## config.mk

```make
export PLATFORM = sky130hd
export DESIGN_NAME = lcd_static_driver
export DESIGN_NICKNAME = d
export VERILOG_FILES = /design/src/rtl/lcd_drv_pkg.sv /design/src/rtl/lcd_rst_sync.sv /design/src/rtl/lcd_bp_divider.sv /design/src/rtl/lcd_seg_decoder.sv /design/src/rtl/lcd_drive_stage.sv /design/src/rtl/lcd_static_driver.sv
export SDC_FILE = /design/constraint.sdc
export NUM_CORES = 1
export LEC_CHECK = 0
export CORE_UTILIZATION = 37
export DETAILED_ROUTE_END_ITERATION = 10
export GPL_ROUTABILITY_DRIVEN = 1
export REMOVE_ABC_BUFFERS = 1
export SYNTH_ARGS = -nofsm -noshare
export SYNTH_HDL_FRONTEND = slang
export SYNTH_HIERARCHICAL = 1
export SYNTH_SLANG_ARGS = --single-unit
export TNS_END_PERCENT = 100
```

## constraint.sdc

```tcl
create_clock -name clk_i -period 1.4 [get_ports clk_i]
set_input_delay 0.28 -clock clk_i [delete_from_list [all_inputs] [get_ports clk_i]]
set_output_delay 0.28 -clock clk_i [all_outputs]
set_load 0.1 [all_outputs]
```

## src/rtl/lcd_drv_pkg.sv

```systemverilog
package lcd_drv_pkg;

  localparam int unsigned SEG_W   = 7;
  localparam int unsigned BCD_W   = 4;
  localparam int unsigned NUM_DIG = 3;

  typedef logic [SEG_W-1:0] seg7_t;

  // Packed drive word: hundreds, tens, units, half digit, sign.
  typedef struct packed {
    seg7_t hund;
    seg7_t tens;
    seg7_t units;
    logic  one;
    logic  minus;
  } disp_t;

  localparam int unsigned DISP_W = $bits(disp_t);

  // Bit 0 = a ... bit 6 = g; codes above nine are dark.
  function automatic seg7_t bcd_to_seg7(input logic [BCD_W-1:0] code);
    seg7_t s;
    case (code)
      4'd0:    s = 7'h3F;
      4'd1:    s = 7'h06;
      4'd2:    s = 7'h5B;
      4'd3:    s = 7'h4F;
      4'd4:    s = 7'h66;
      4'd5:    s = 7'h6D;
      4'd6:    s = 7'h7D;
      4'd7:    s = 7'h07;
      4'd8:    s = 7'h7F;
      4'd9:    s = 7'h6F;
      default: s = 7'h00;
    endcase
    return s;
  endfunction

endpackage

```

## src/rtl/lcd_rst_sync.sv

```systemverilog
module lcd_rst_sync #(
  parameter int unsigned STAGES = 2
) (
  input  logic clk_i,
  input  logic rst_ni,
  output logic rst_no
);

  logic [STAGES-1:0] sync_q;

  always_ff @(posedge clk_i or negedge rst_ni) begin
    if (!rst_ni) begin
      sync_q <= '0;
    end else begin
      sync_q <= {sync_q[STAGES-2:0], 1'b1};
    end
  end

  assign rst_no = sync_q[STAGES-1];

endmodule

```

## src/rtl/lcd_bp_divider.sv

```systemverilog
module lcd_bp_divider #(
  parameter int unsigned HALF_DIV = 400
) (
  input  logic clk_i,
  input  logic rst_ni,
  output logic bp_o,
  output logic tick_o
);

  localparam int unsigned CNT_W = (HALF_DIV > 1) ? $clog2(HALF_DIV) : 1;
  localparam logic [CNT_W-1:0] CNT_LAST = CNT_W'(HALF_DIV - 1);

  logic [CNT_W-1:0] cnt_q, cnt_d;
  logic             bp_q, bp_d;
  logic             wrap;

  assign wrap = (cnt_q == CNT_LAST);

  always_comb begin
    cnt_d = cnt_q + 1'b1;
    bp_d  = bp_q;
    if (wrap) begin
      cnt_d = '0;
      bp_d  = ~bp_q;
    end
  end

  always_ff @(posedge clk_i or negedge rst_ni) begin
    if (!rst_ni) begin
      cnt_q <= '0;
      bp_q  <= 1'b0;
    end else begin
      cnt_q <= cnt_d;
      bp_q  <= bp_d;
    end
  end

  assign bp_o   = bp_q;
  assign tick_o = wrap;


  cnt_range_chk: assert property (@(posedge clk_i) disable iff (!rst_ni)
    cnt_q <= CNT_LAST);


  bp_hold_chk: assert property (@(posedge clk_i) disable iff (!rst_ni)
    !tick_o |=> $stable(bp_q));


  bp_flip_chk: assert property (@(posedge clk_i) disable iff (!rst_ni)
    tick_o |=> (bp_q != $past(bp_q)));

endmodule

```

## src/rtl/lcd_seg_decoder.sv

```systemverilog
module lcd_seg_decoder
  import lcd_drv_pkg::*;
#(
  parameter int unsigned NDIG = NUM_DIG
) (
  input  logic [NDIG-1:0][BCD_W-1:0] bcd_i,
  output seg7_t [NDIG-1:0]           seg_o
);

  for (genvar g = 0; g < NDIG; g++) begin : g_dig
    always_comb begin
      seg_o[g] = bcd_to_seg7(bcd_i[g]);
    end
  end

endmodule

```

## src/rtl/lcd_drive_stage.sv

```systemverilog
module lcd_drive_stage
  import lcd_drv_pkg::*;
(
  input  logic  clk_i,
  input  logic  rst_ni,
  input  logic  tick_i,
  input  logic  bp_i,
  input  logic  lamp_i,
  input  disp_t pattern_i,
  output disp_t drive_o
);

  disp_t disp_q, disp_d;
  logic  held_q, held_d;
  logic  bp_next;

  // Plane level that holds after the current edge when it is a flip.
  assign bp_next = ~bp_i;

  always_comb begin
    disp_d = disp_q;
    held_d = held_q;
    if (tick_i) begin
      if (lamp_i) begin
        if (!held_q) begin
          disp_d = disp_t'({DISP_W{~bp_next}});
        end
        held_d = 1'b1;
      end else begin
        disp_d = pattern_i ^ disp_t'({DISP_W{bp_next}});
        held_d = 1'b0;
      end
    end
  end

  always_ff @(posedge clk_i or negedge rst_ni) begin
    if (!rst_ni) begin
      disp_q <= '0;
      held_q <= 1'b0;
    end else begin
      disp_q <= disp_d;
      held_q <= held_d;
    end
  end

  assign drive_o = disp_q;


  idle_stable_chk: assert property (@(posedge clk_i) disable iff (!rst_ni)
    !tick_i |=> $stable(disp_q));


  normal_phase_chk: assert property (@(posedge clk_i) disable iff (!rst_ni)
    (tick_i && !lamp_i) |=> ((disp_q ^ disp_t'({DISP_W{bp_i}})) == $past(pattern_i)));


  lamp_entry_chk: assert property (@(posedge clk_i) disable iff (!rst_ni)
    (tick_i && lamp_i && !held_q) |=> (disp_q == disp_t'({DISP_W{~bp_i}})));


  lamp_hold_chk: assert property (@(posedge clk_i) disable iff (!rst_ni)
    (tick_i && lamp_i && held_q) |=> $stable(disp_q));

endmodule

```

## src/rtl/lcd_static_driver.sv

```systemverilog
module lcd_static_driver
  import lcd_drv_pkg::*;
#(
  parameter int unsigned HALF_DIV = 400
) (
  input  logic             clk_i,
  input  logic             rst_ni,
  input  logic [BCD_W-1:0] digit_units_i,
  input  logic [BCD_W-1:0] digit_tens_i,
  input  logic [BCD_W-1:0] digit_hund_i,
  input  logic             lead_one_i,
  input  logic             neg_i,
  input  logic             lamp_test_i,
  output logic             bp_o,
  output logic [SEG_W-1:0] seg_units_o,
  output logic [SEG_W-1:0] seg_tens_o,
  output logic [SEG_W-1:0] seg_hund_o,
  output logic             one_o,
  output logic             minus_o
);

  logic                          rst_n;
  logic                          bp;
  logic                          tick;
  logic [NUM_DIG-1:0][BCD_W-1:0] bcd;
  seg7_t [NUM_DIG-1:0]           seg;
  disp_t                         pattern;
  disp_t                         drive;

  lcd_rst_sync #(.STAGES(2)) i_rst_sync (
    .clk_i  (clk_i),
    .rst_ni (rst_ni),
    .rst_no (rst_n)
  );

  lcd_bp_divider #(.HALF_DIV(HALF_DIV)) i_bp_divider (
    .clk_i  (clk_i),
    .rst_ni (rst_n),
    .bp_o   (bp),
    .tick_o (tick)
  );

  assign bcd = {digit_hund_i, digit_tens_i, digit_units_i};

  lcd_seg_decoder #(.NDIG(NUM_DIG)) i_seg_decoder (
    .bcd_i (bcd),
    .seg_o (seg)
  );

  always_comb begin
    pattern.hund  = seg[2];
    pattern.tens  = seg[1];
    pattern.units = seg[0];
    pattern.one   = lead_one_i;
    pattern.minus = neg_i;
  end

  lcd_drive_stage i_drive_stage (
    .clk_i     (clk_i),
    .rst_ni    (rst_n),
    .tick_i    (tick),
    .bp_i      (bp),
    .lamp_i    (lamp_test_i),
    .pattern_i (pattern),
    .drive_o   (drive)
  );

  assign bp_o        = bp;
  assign seg_units_o = drive.units;
  assign seg_tens_o  = drive.tens;
  assign seg_hund_o  = drive.hund;
  assign one_o       = drive.one;
  assign minus_o     = drive.minus;


  reset_dark_chk: assert property (@(posedge clk_i) disable iff (!rst_n)
    $rose(rst_n) |-> (drive == '0 && !bp));

endmodule

```

Word-level counts from Yosys, hierarchy flattened. Memories as Yosys holds them, arrays and structs flattened. Index checks and enable logic that the tools add are counted.

Bits in registers: 36. Bits in latches: 0. Bits in writable memories: 0. ROM bits: 336. Input bits: 17. Output and inout bits: 24. Word-level logic and storage cells: 22. Memories: 3.

Memories: (name not given) (words 16, bits a word 7, rd ports 1, clocked after Yosys merged registers in 0, write ports 0, RTL line lcd_drv_pkg.sv:23) `case (code)`; (name not given) (words 16, bits a word 7, rd ports 1, clocked after Yosys merged registers in 0, write ports 0, RTL line lcd_drv_pkg.sv:23); (name not given) (words 16, bits a word 7, rd ports 1, clocked after Yosys merged registers in 0, write ports 0, RTL line lcd_drv_pkg.sv:23).

Add/sub/neg operators: 1. Multiply operators: 0. Div/mod/pow operators: 0. Magnitude comparators: 0. Equality and inequality tests: 2. Shifts and indexed selects: 0. Multiplexer cells: 4. Bitwise operators: 2. Reduce and logical (&&, ||, !) cells: 1.

Operators with widths (number): 23-bit two-way mux (2); 23-bit bitwise XOR (1); 9-bit by 1-bit adder with 9-bit output, second input constant (1); 9-bit == test, second input constant (1); 9-bit two-way mux (1); 2-bit inequality test, second input constant (1); 2-bit AND reduction (1); 1-bit two-way mux (1); 1-bit inverter (1).

Longest topological paths before layout. Gate-level depths: netlist of run 1.

Depth after elaboration: 3. Mapped depth: 8. Gate-level depth less buffers: 8.

Modules after synthesis. Netlist of run 1, hierarchy kept.

Modules (own cells, without submodules): lcd_drive_stage (instances 1, cells each 138, area each 1391.3 um2, seq. area each 600.6 um2); lcd_seg_decoder (instances 1, cells each 82, area each 619.3 um2, seq. area each 0.0 um2); lcd_bp_divider (instances 1, cells each 41, area each 464.2 um2, seq. area each 250.2 um2); lcd_rst_sync (instances 1, cells each 3, area each 53.8 um2, seq. area each 50.0 um2).

Least setup slack after synthesis of run 1. No wires, ideal clock.

Path kind: register to register. Start: register i_bp_divider.cnt_q[0]. End: register i_drive_stage.disp_q, in the netlist i_drive_stage/drive_o[0]. Library setup time: 123 ps. Data arrival time: 1724 ps. Required time: 1277 ps. Slack: -447 ps. Stages on the path, launching flop included: 8. Buffers on the path: 2. Clock period less this slack: 1847 ps. Cell sequence: dfrtp_1 -> ha_1 -> nand3_2 -> nor4_4 -> clkbuf_2 -> nand2_2 -> buf_4 -> a32o_1.

Longest elaborated chain between the ends: 2.

Ends and longest elaborated chain: start: declaration (RTL line lcd_bp_divider.sv:13) `logic [CNT_W-1:0] cnt_q, cnt_d;`; start signal: assignment (RTL line lcd_bp_divider.sv:33) `cnt_q <= cnt_d;`; 9-bit == test (RTL line lcd_bp_divider.sv:17) `assign wrap = (cnt_q == CNT_LAST);`; net tick (RTL line lcd_static_driver.sv:24) `logic tick;`; 2-bit AND reduction (no line); end signal: assignment (RTL line lcd_drive_stage.sv:41) `disp_q <= disp_d;`; end: declaration (RTL line lcd_drive_stage.sv:13) `disp_t disp_q, disp_d;`.

The timed path passes the listed nets, and every way through them passes these cells. A chain may end at the register's enable or synchronous reset.

==> results of run 1 <==
==> cells in the final DEF (no fill, tap or decap), types with 3 or more instances in the layout <==
master	netlist	final
dlymetal6s2s_1	0	3
o21ai_0	9	6
xnor2_1	3	3
xor2_1	5	5
nand3_1	24	24
inv_1	18	13
dfrtp_1	36	35
buf_12	0	27
nand2b_1	24	24
buf_4	9	38
inv_2	0	5
o22ai_1	11	7
o22ai_2	1	5
o21bai_1	22	22
clkbuf_8	0	5
nor2_1	8	6
nand2_1	6	6
clkdlybuf4s50_1	0	11
a21o_1	4	4
ha_1	19	17
a21oi_2	1	5
a32o_1	22	22
==> worst paths after layout <==
kind                                  startpoint                         to  slack, ns  cells after the start
min in group clk_i          i_rst_sync/sync_q[0]       i_rst_sync/sync_q[1]       0.35                      0
max in group asynchronous   i_rst_sync/sync_q[1]          i_bp_divider/bp_o       0.76                      1
min reg2reg                 i_rst_sync/sync_q[1]   i_drive_stage/drive_o[0]       0.29                      1
max reg2reg                i_bp_divider/cnt_q[0]  i_drive_stage/drive_o[18]      -0.16                      6
min                                       rst_ni       i_rst_sync/sync_q[0]       0.15                      1
max                              digit_tens_i[3]  i_drive_stage/drive_o[15]      -0.17                      6
==> report_power, final <==
part / switching (W) / total, W / internal (W)
logic: 0.000229 / 0.000417 / 0.000189
clock network: 0.000368 / 0.000707 / 0.000339
registers: 0.00000279 / 0.00105 / 0.00104
==> through the flow <==
stage                     setup slack (ns)  setup TNS, ns
after floorplan                      -1.09         -26.81
after global placement              -0.534         -10.33
after detailed placement            -0.586         -10.99
after CTS                           -0.206          -4.59
after global routing                -0.260          -5.77
final                               -0.174          -3.46
==> routing by layer <==
| metal | routed length, um | up-vias |
|---|---|---|
| li1 | - | 1087 |
| met1 | 3010 | 1070 |
| met2 | 3020 | 55 |
| met3 | 201 | 6 |
| met4 | 97 | 0 |
| met5 | 0 | - |
==> synth_stat cells, drive strengths merged <==
master | n | share of area
ha | 19 | 0.094
dfrtp | 36 | 0.36
or2 | 1 | 0.0035
nand4 | 2 | 0.0049
nor2 | 8 | 0.012
o21bai | 22 | 0.065
a32o | 22 | 0.087
nor4 | 1 | 0.0084
o211ai | 2 | 0.0059
mux2i | 2 | 0.0079
xnor2 | 3 | 0.010
inv | 18 | 0.027
nand4b | 1 | 0.0035
nor4b | 1 | 0.0035
a211o | 1 | 0.0035
a311oi | 1 | 0.0035
conb | 1 | 0.0015
o31a | 2 | 0.0069
xor2 | 5 | 0.017
nand3 | 25 | 0.051
o21ai | 10 | 0.021
nand2b | 26 | 0.070
o22ai | 12 | 0.032
a21o | 4 | 0.012
a21oi | 6 | 0.013
mux2 | 1 | 0.0045
a22o | 1 | 0.0035
clkbuf | 6 | 0.0099
nand2 | 7 | 0.011
nor2b | 1 | 0.0054
or3 | 1 | 0.0025
buf | 16 | 0.041
==> area by class of cell <==
| type | instances | area share |
|---|---|---|
| clock buffers | 6 | 0.0195 |
| clock inverters | 1 | 0.00134 |
| inverters | 18 | 0.0181 |
| multi-input cells | 188 | 0.408 |
| flip-flops and latches | 36 | 0.242 |
| well taps | 77 | 0.0258 |
| repair buffers | 85 | 0.285 |
==> kinds of logic after synthesis <==
kind of cell | Yosys count
compound gates | 83
simple gates | 74
buf+inv | 40
flops | 36
fa+ha+maj | 19
xor+xnor | 8
mux | 3
other cells | 1
==> sequential cells by signal (all words and copies together), names as in the netlist <==
signal and flops:
i_drive_stage/drive_o 23, i_bp_divider/cnt_q 9, i_rst_sync/sync_q 2, i_bp_divider/bp_o 1, i_drive_stage/held_q 1
==> repair_timing <==
| item | in CTS | in global routing |
|---|---|---|
| resized for setup | 15 | 22 |
| gates cloned | 0 | 2 |
| setup buffers | 1 | 2 |
| endpoints found under the setup margin | 28 | 29 |
| pin swaps | 3 | 9 |
| hold endpoints to repair | 0 | 0 |
==> qor.yml, run 1 <==
met1_usage: 0.231
placed_area_mm2: 0.00346
critPathArrivalTime_ns: 1.74
rsz0062_at_grt: "true"
cp.buffers_inverters: 2
grt_pass1_wl_um: 10100
critical_path.max_fanout: 5
ys_types: 40
multiInputGateArea_mm2: 0.00152
clk_pin_slew_worst_paths_ns: 0.07
layout_setup_ws_ns: -0.174
finalInstanceArea_mm2: 0.00373
status: "finished with violations"
crit_path_cell_trace: "clkdlybuf4s50_1 -> buf_4 -> nand2b_4 -> o22ai_1 -> o21bai_1 -> a32o_1"
met2_usage: 0.287
wl_per_cell_um: 15.4
grt_max_degree: 49
clk_latency_ns: 0.28
clk_path_buf_depth: 2
cts_hold_buf: 0
drv_slew: 0
power_w: 0.00217
timing.final.crit_share: 1.12
yosys_register_bits: 36
finalHoldViolCount: 0
synth_xor_area_frac: 0.0277
core_area_mm2: 0.00646
synth_simple_gate_area_frac: 0.177
muxShareOfSynthArea: 0.0124
drt_iter0_markers: 102
grt_antenna_before_repair: 0
cap_violations: 0
io_pins: 41
root_buffer: "clkbuf_8"
ant_nets: 0
synth_area_per_cell_um2: 9.58
io_buffers: 40
grt_use_met3: 0.0265
min_period_ns: 1.57
synthAdderAreaFrac: 0.0940
numCtsBuffers: 5
layout.nets: 370
critPathSlowestCell: "clkdlybuf4s50_1"
dr.pass1.iters: 6
yosysWarnings: 6
dieArea_mm2: 0.00717
leakagePower_nw: 1.67
hpwl_um: 4070
irDropWorstVdd_mv: 0.351
dr_total_vias: 2218
routabilityCongestion: 0.768
ys_seq_area_frac: 0.356
final_cells: 411
layout-drive-gt1-share: 0.317
n_fill_cell: 546
htree_num_levels: 2
rows: 29
hold_slack_ns: 0.150
syn-instance-count: 264
pwr_density_cell_mw_per_mm2: 582
setup_viol_count_final: 25
grt-ovfl-total: 0
start_util: 0.392
grt_usage: 0.173
violations: "negative setup slack"
finalWirelength_um: 6330
fin_skew_ns: 0.00415
numClockSinks: 36
fmax_mhz: 635
drcViolationCount: 0
crit_type: "in -> reg"
first_global_vias: 2170
utilization: 0.577
diodes: 0
dpl.cell_count: 400
fp.dieH_um: 84.7
worstHoldPathType: "in -> async"
busiest_layer: "met2"
worstSetupEndpointType: "flip-flop"
synthToLayoutAreaGrowth_pct: 47.5
cts_tree: "yes"
regArea_um2: 902
avgViaCountPerCell: 5.40
crit_family: "buffers and inverters"
critical-path-max-stage-delay_ns: 0.54
startpoint_type: "input port"
required_ns: 1.57
synth_compound_area_frac: 0.254
die_w_um: 84.7
syn-cell-area_mm2: 0.00253
synth_top_family_by_area: "compound AO/OA/AOI/OAI gates"
Power figures use the tool's default switching activity.
==> run 2, diff against run 1 <==
- CELL_PAD_IN_SITES_DETAIL_PLACEMENT: default -> 1
- CELL_PAD_IN_SITES_GLOBAL_PLACEMENT: default -> 2
- CORE_UTILIZATION: 37 -> 33
- PLACE_DENSITY_LB_ADDON: default -> 0.1
==> run 2 against run 1 <==
  * Flip-flop and latch count is the same
  * The run still ends with negative setup slack left
  * Setup slack got worse by 0.038 ns
  * Die area grew 12%
  * Register-to-register slack got worse by 0.05 ns
  * Power rose by 10%
  * Cell count increased by 8.5%
==> qor.yml, run 2 (synthesis gave the netlist of run 1 again) <==
crit_path_cell_trace: "ha_4 -> nand3_4 -> nor4_4 -> buf_4 -> buf_6 -> mux2_4"
drcViolationCount: 0  # unchanged
start_util: 0.345  # -0.0466
wl_per_cell_um: 15.0  # -2.4%
grt_pass1_wl_um: 11000  # +8.6%
grt-ovfl-total: 0  # unchanged
fp.dieH_um: 89.5  # +5.7%
ant_nets: 0  # unchanged
dr_total_vias: 2286  # +3.1%
hold_slack_ns: 0.153  # +0.00287 ns
io_buffers: 40  # unchanged
regToRegSetupSlack_ns: -0.21  # -0.05 ns
required_ns: 1.57  # about the same
timing.final.crit_share: 1.15  # +0.0269
ff2ff_path_depth: 6  # unchanged
die_w_um: 89.5  # +5.7%
layout-drive-gt1-share: 0.329  # +0.0112
critical-path-max-stage-delay_ns: 0.40  # -0.14 ns
cap_violations: 0  # unchanged
irDropWorstVdd_mv: 0.388  # +11%
cp.buffers_inverters: 2  # unchanged
finalWirelength_um: 6700  # +5.9%
rsz0062_at_grt: "true"
routabilityCongestion: 0.840  # +9.4%
status: "finished with violations"
rr_startpoint: "i_bp_divider/cnt_q[0]"
final_cells: 446  # +8.5%
crit_type: "reg -> reg"
root_buffer: "clkbuf_8"
critical_path.max_fanout: 4  # -1
hpwl_um: 4970  # +22%
grt_antenna_before_repair: 0  # unchanged
io_pins: 41  # unchanged
clk_path_buf_depth: 2  # unchanged
grt_usage: 0.179  # +0.00630
cts_tree: "yes"
n_fill_cell: 793  # +45%
clk_latency_ns: 0.29  # about the same
numClockSinks: 36  # unchanged
fmax_mhz: 620  # -2.3%
core_area_mm2: 0.00733  # +14%
layout_setup_ws_ns: -0.212  # -0.0377 ns
rows: 31  # +6.9%
finalSetupTns_ns: -4.15  # -0.681 ns
critPathSlowestCell: "dfrtp_1"
largest_reg_flops: 23  # unchanged
synthToLayoutAreaGrowth_pct: 52.9
drt_iter0_markers: 65  # -36%
diodes: 0  # unchanged
clk_pin_slew_worst_paths_ns: 0.07  # about the same
pwr_density_cell_mw_per_mm2: 618  # +6.2%
final_common_cell: "buf_4"
fin_skew_ns: 0.00739  # +0.00324 ns
violations: "negative setup slack"
critPathArrivalTime_ns: 1.78  # +0.04 ns
worstSetupEndpointType: "flip-flop"
numCtsBuffers: 5  # unchanged
min_period_ns: 1.61  # +0.0377 ns
worstHoldPathType: "in -> async"
regToRegEndpoint: "i_drive_stage/held_q"
htree_num_levels: 2  # unchanged
dr.pass1.iters: 4  # -2
drv_slew: 0  # unchanged
layout.nets: 382  # +3.2%
leakagePower_nw: 1.75  # +4.9%
dpl.cell_count: 429  # +7.2%
avgViaCountPerCell: 5.13  # -5.0%
finalHoldViolCount: 0  # unchanged
final_cell_mix: "46 x buf_4, 36 x dfrtp_1, 27 x buf_12, 24 x nand3_1, 24 x nand2b_1"
startpoint_type: "flip-flop"
first_global_vias: 2317  # +6.8%
grt_max_degree: 35  # -29%
crit_family: "flip-flops"
dieArea_mm2: 0.00802  # +12%
setup_viol_count_final: 28  # +12%
## run 2: changes by cell type in the layout (fill, tap and decap cells not counted), moves of 2 or more
| cell | change |
|---|---|
| buf_4 | +8 |
| buf_6 | +3 |
| buf_8 | +2 |
| dlygate4sd2_1 | -2 |
## run 2: routing by layer
layer | track usage | vias up | part of all wire
li1 | - | 1118 | -
met1 | 0.223 | 1132 | 0.45
met2 | 0.321 | 30 | 0.52
met3 | 0.0323 | 6 | 0.023
met4 | 0.0433 | 0 | 0.010
met5 | 0 | - | 0
## run 2: cell type report
class / count / area [um2] / share of cell area
clock buffer: 6 / 72.6 / 0.0188
inverter: 18 / 67.6 / 0.0175
sequential: 36 / 901 / 0.233
tap: 99 / 124 / 0.0320
timing repair buffer: 97 / 1170 / 0.302
multi-input combinational: 188 / 1500 / 0.388
clock inverter: 2 / 35.0 / 0.00906
## run 2: what timing repair did
item	in CTS	in global routing
setup buffers	2	6
hold buffers	0	0
cloned	0	1
resized for setup	13	22
setup endpoints to repair	29	29
pin swaps	3	10
## run 2: worst max path at each step
stage	from	end	cells after the start
global placement	digit_hund_i[1]	i_drive_stage/drive_o[19]	7
detailed placement	digit_hund_i[0]	i_drive_stage/drive_o[17]	6
finish	i_bp_divider/cnt_q[0]	i_drive_stage/held_q	6
CTS	i_bp_divider/cnt_q[5]	i_drive_stage/drive_o[21]	5
global route	i_bp_divider/cnt_q[1]	i_drive_stage/held_q	6
floorplan	i_bp_divider/cnt_q[0]	i_drive_stage/drive_o[21]	5
## run 2: worst register-to-register path: stages, from the launching register on
cell	delay, ns
dfrtp_1	0.40
ha_4	0.17
nand3_4	0.07
nor4_4	0.28
buf_4	0.17
buf_6	0.12
mux2_4	0.30
## run 2: stage by stage
stage | instance area, um2 | worst slack [ns] | util | power [W]
after floorplan | 2400 | -1.09 | - | 0.00127
after global placement | 3560 | -0.534 | 0.486 | 0.00148
after detailed placement | 3560 | -0.614 | 0.486 | 0.00149
after CTS | 3730 | -0.264 | 0.509 | 0.00243
after global routing | 3870 | -0.292 | 0.528 | 0.00253
final | 3870 | -0.212 | 0.528 | 0.00239
## run 2: power by group
part	total [W]	internal, W	switching [W]
logic	0.000439	0.000206	0.000233
clock network	0.000905	0.000529	0.000376
registers	0.00105	0.00104	0.00000279
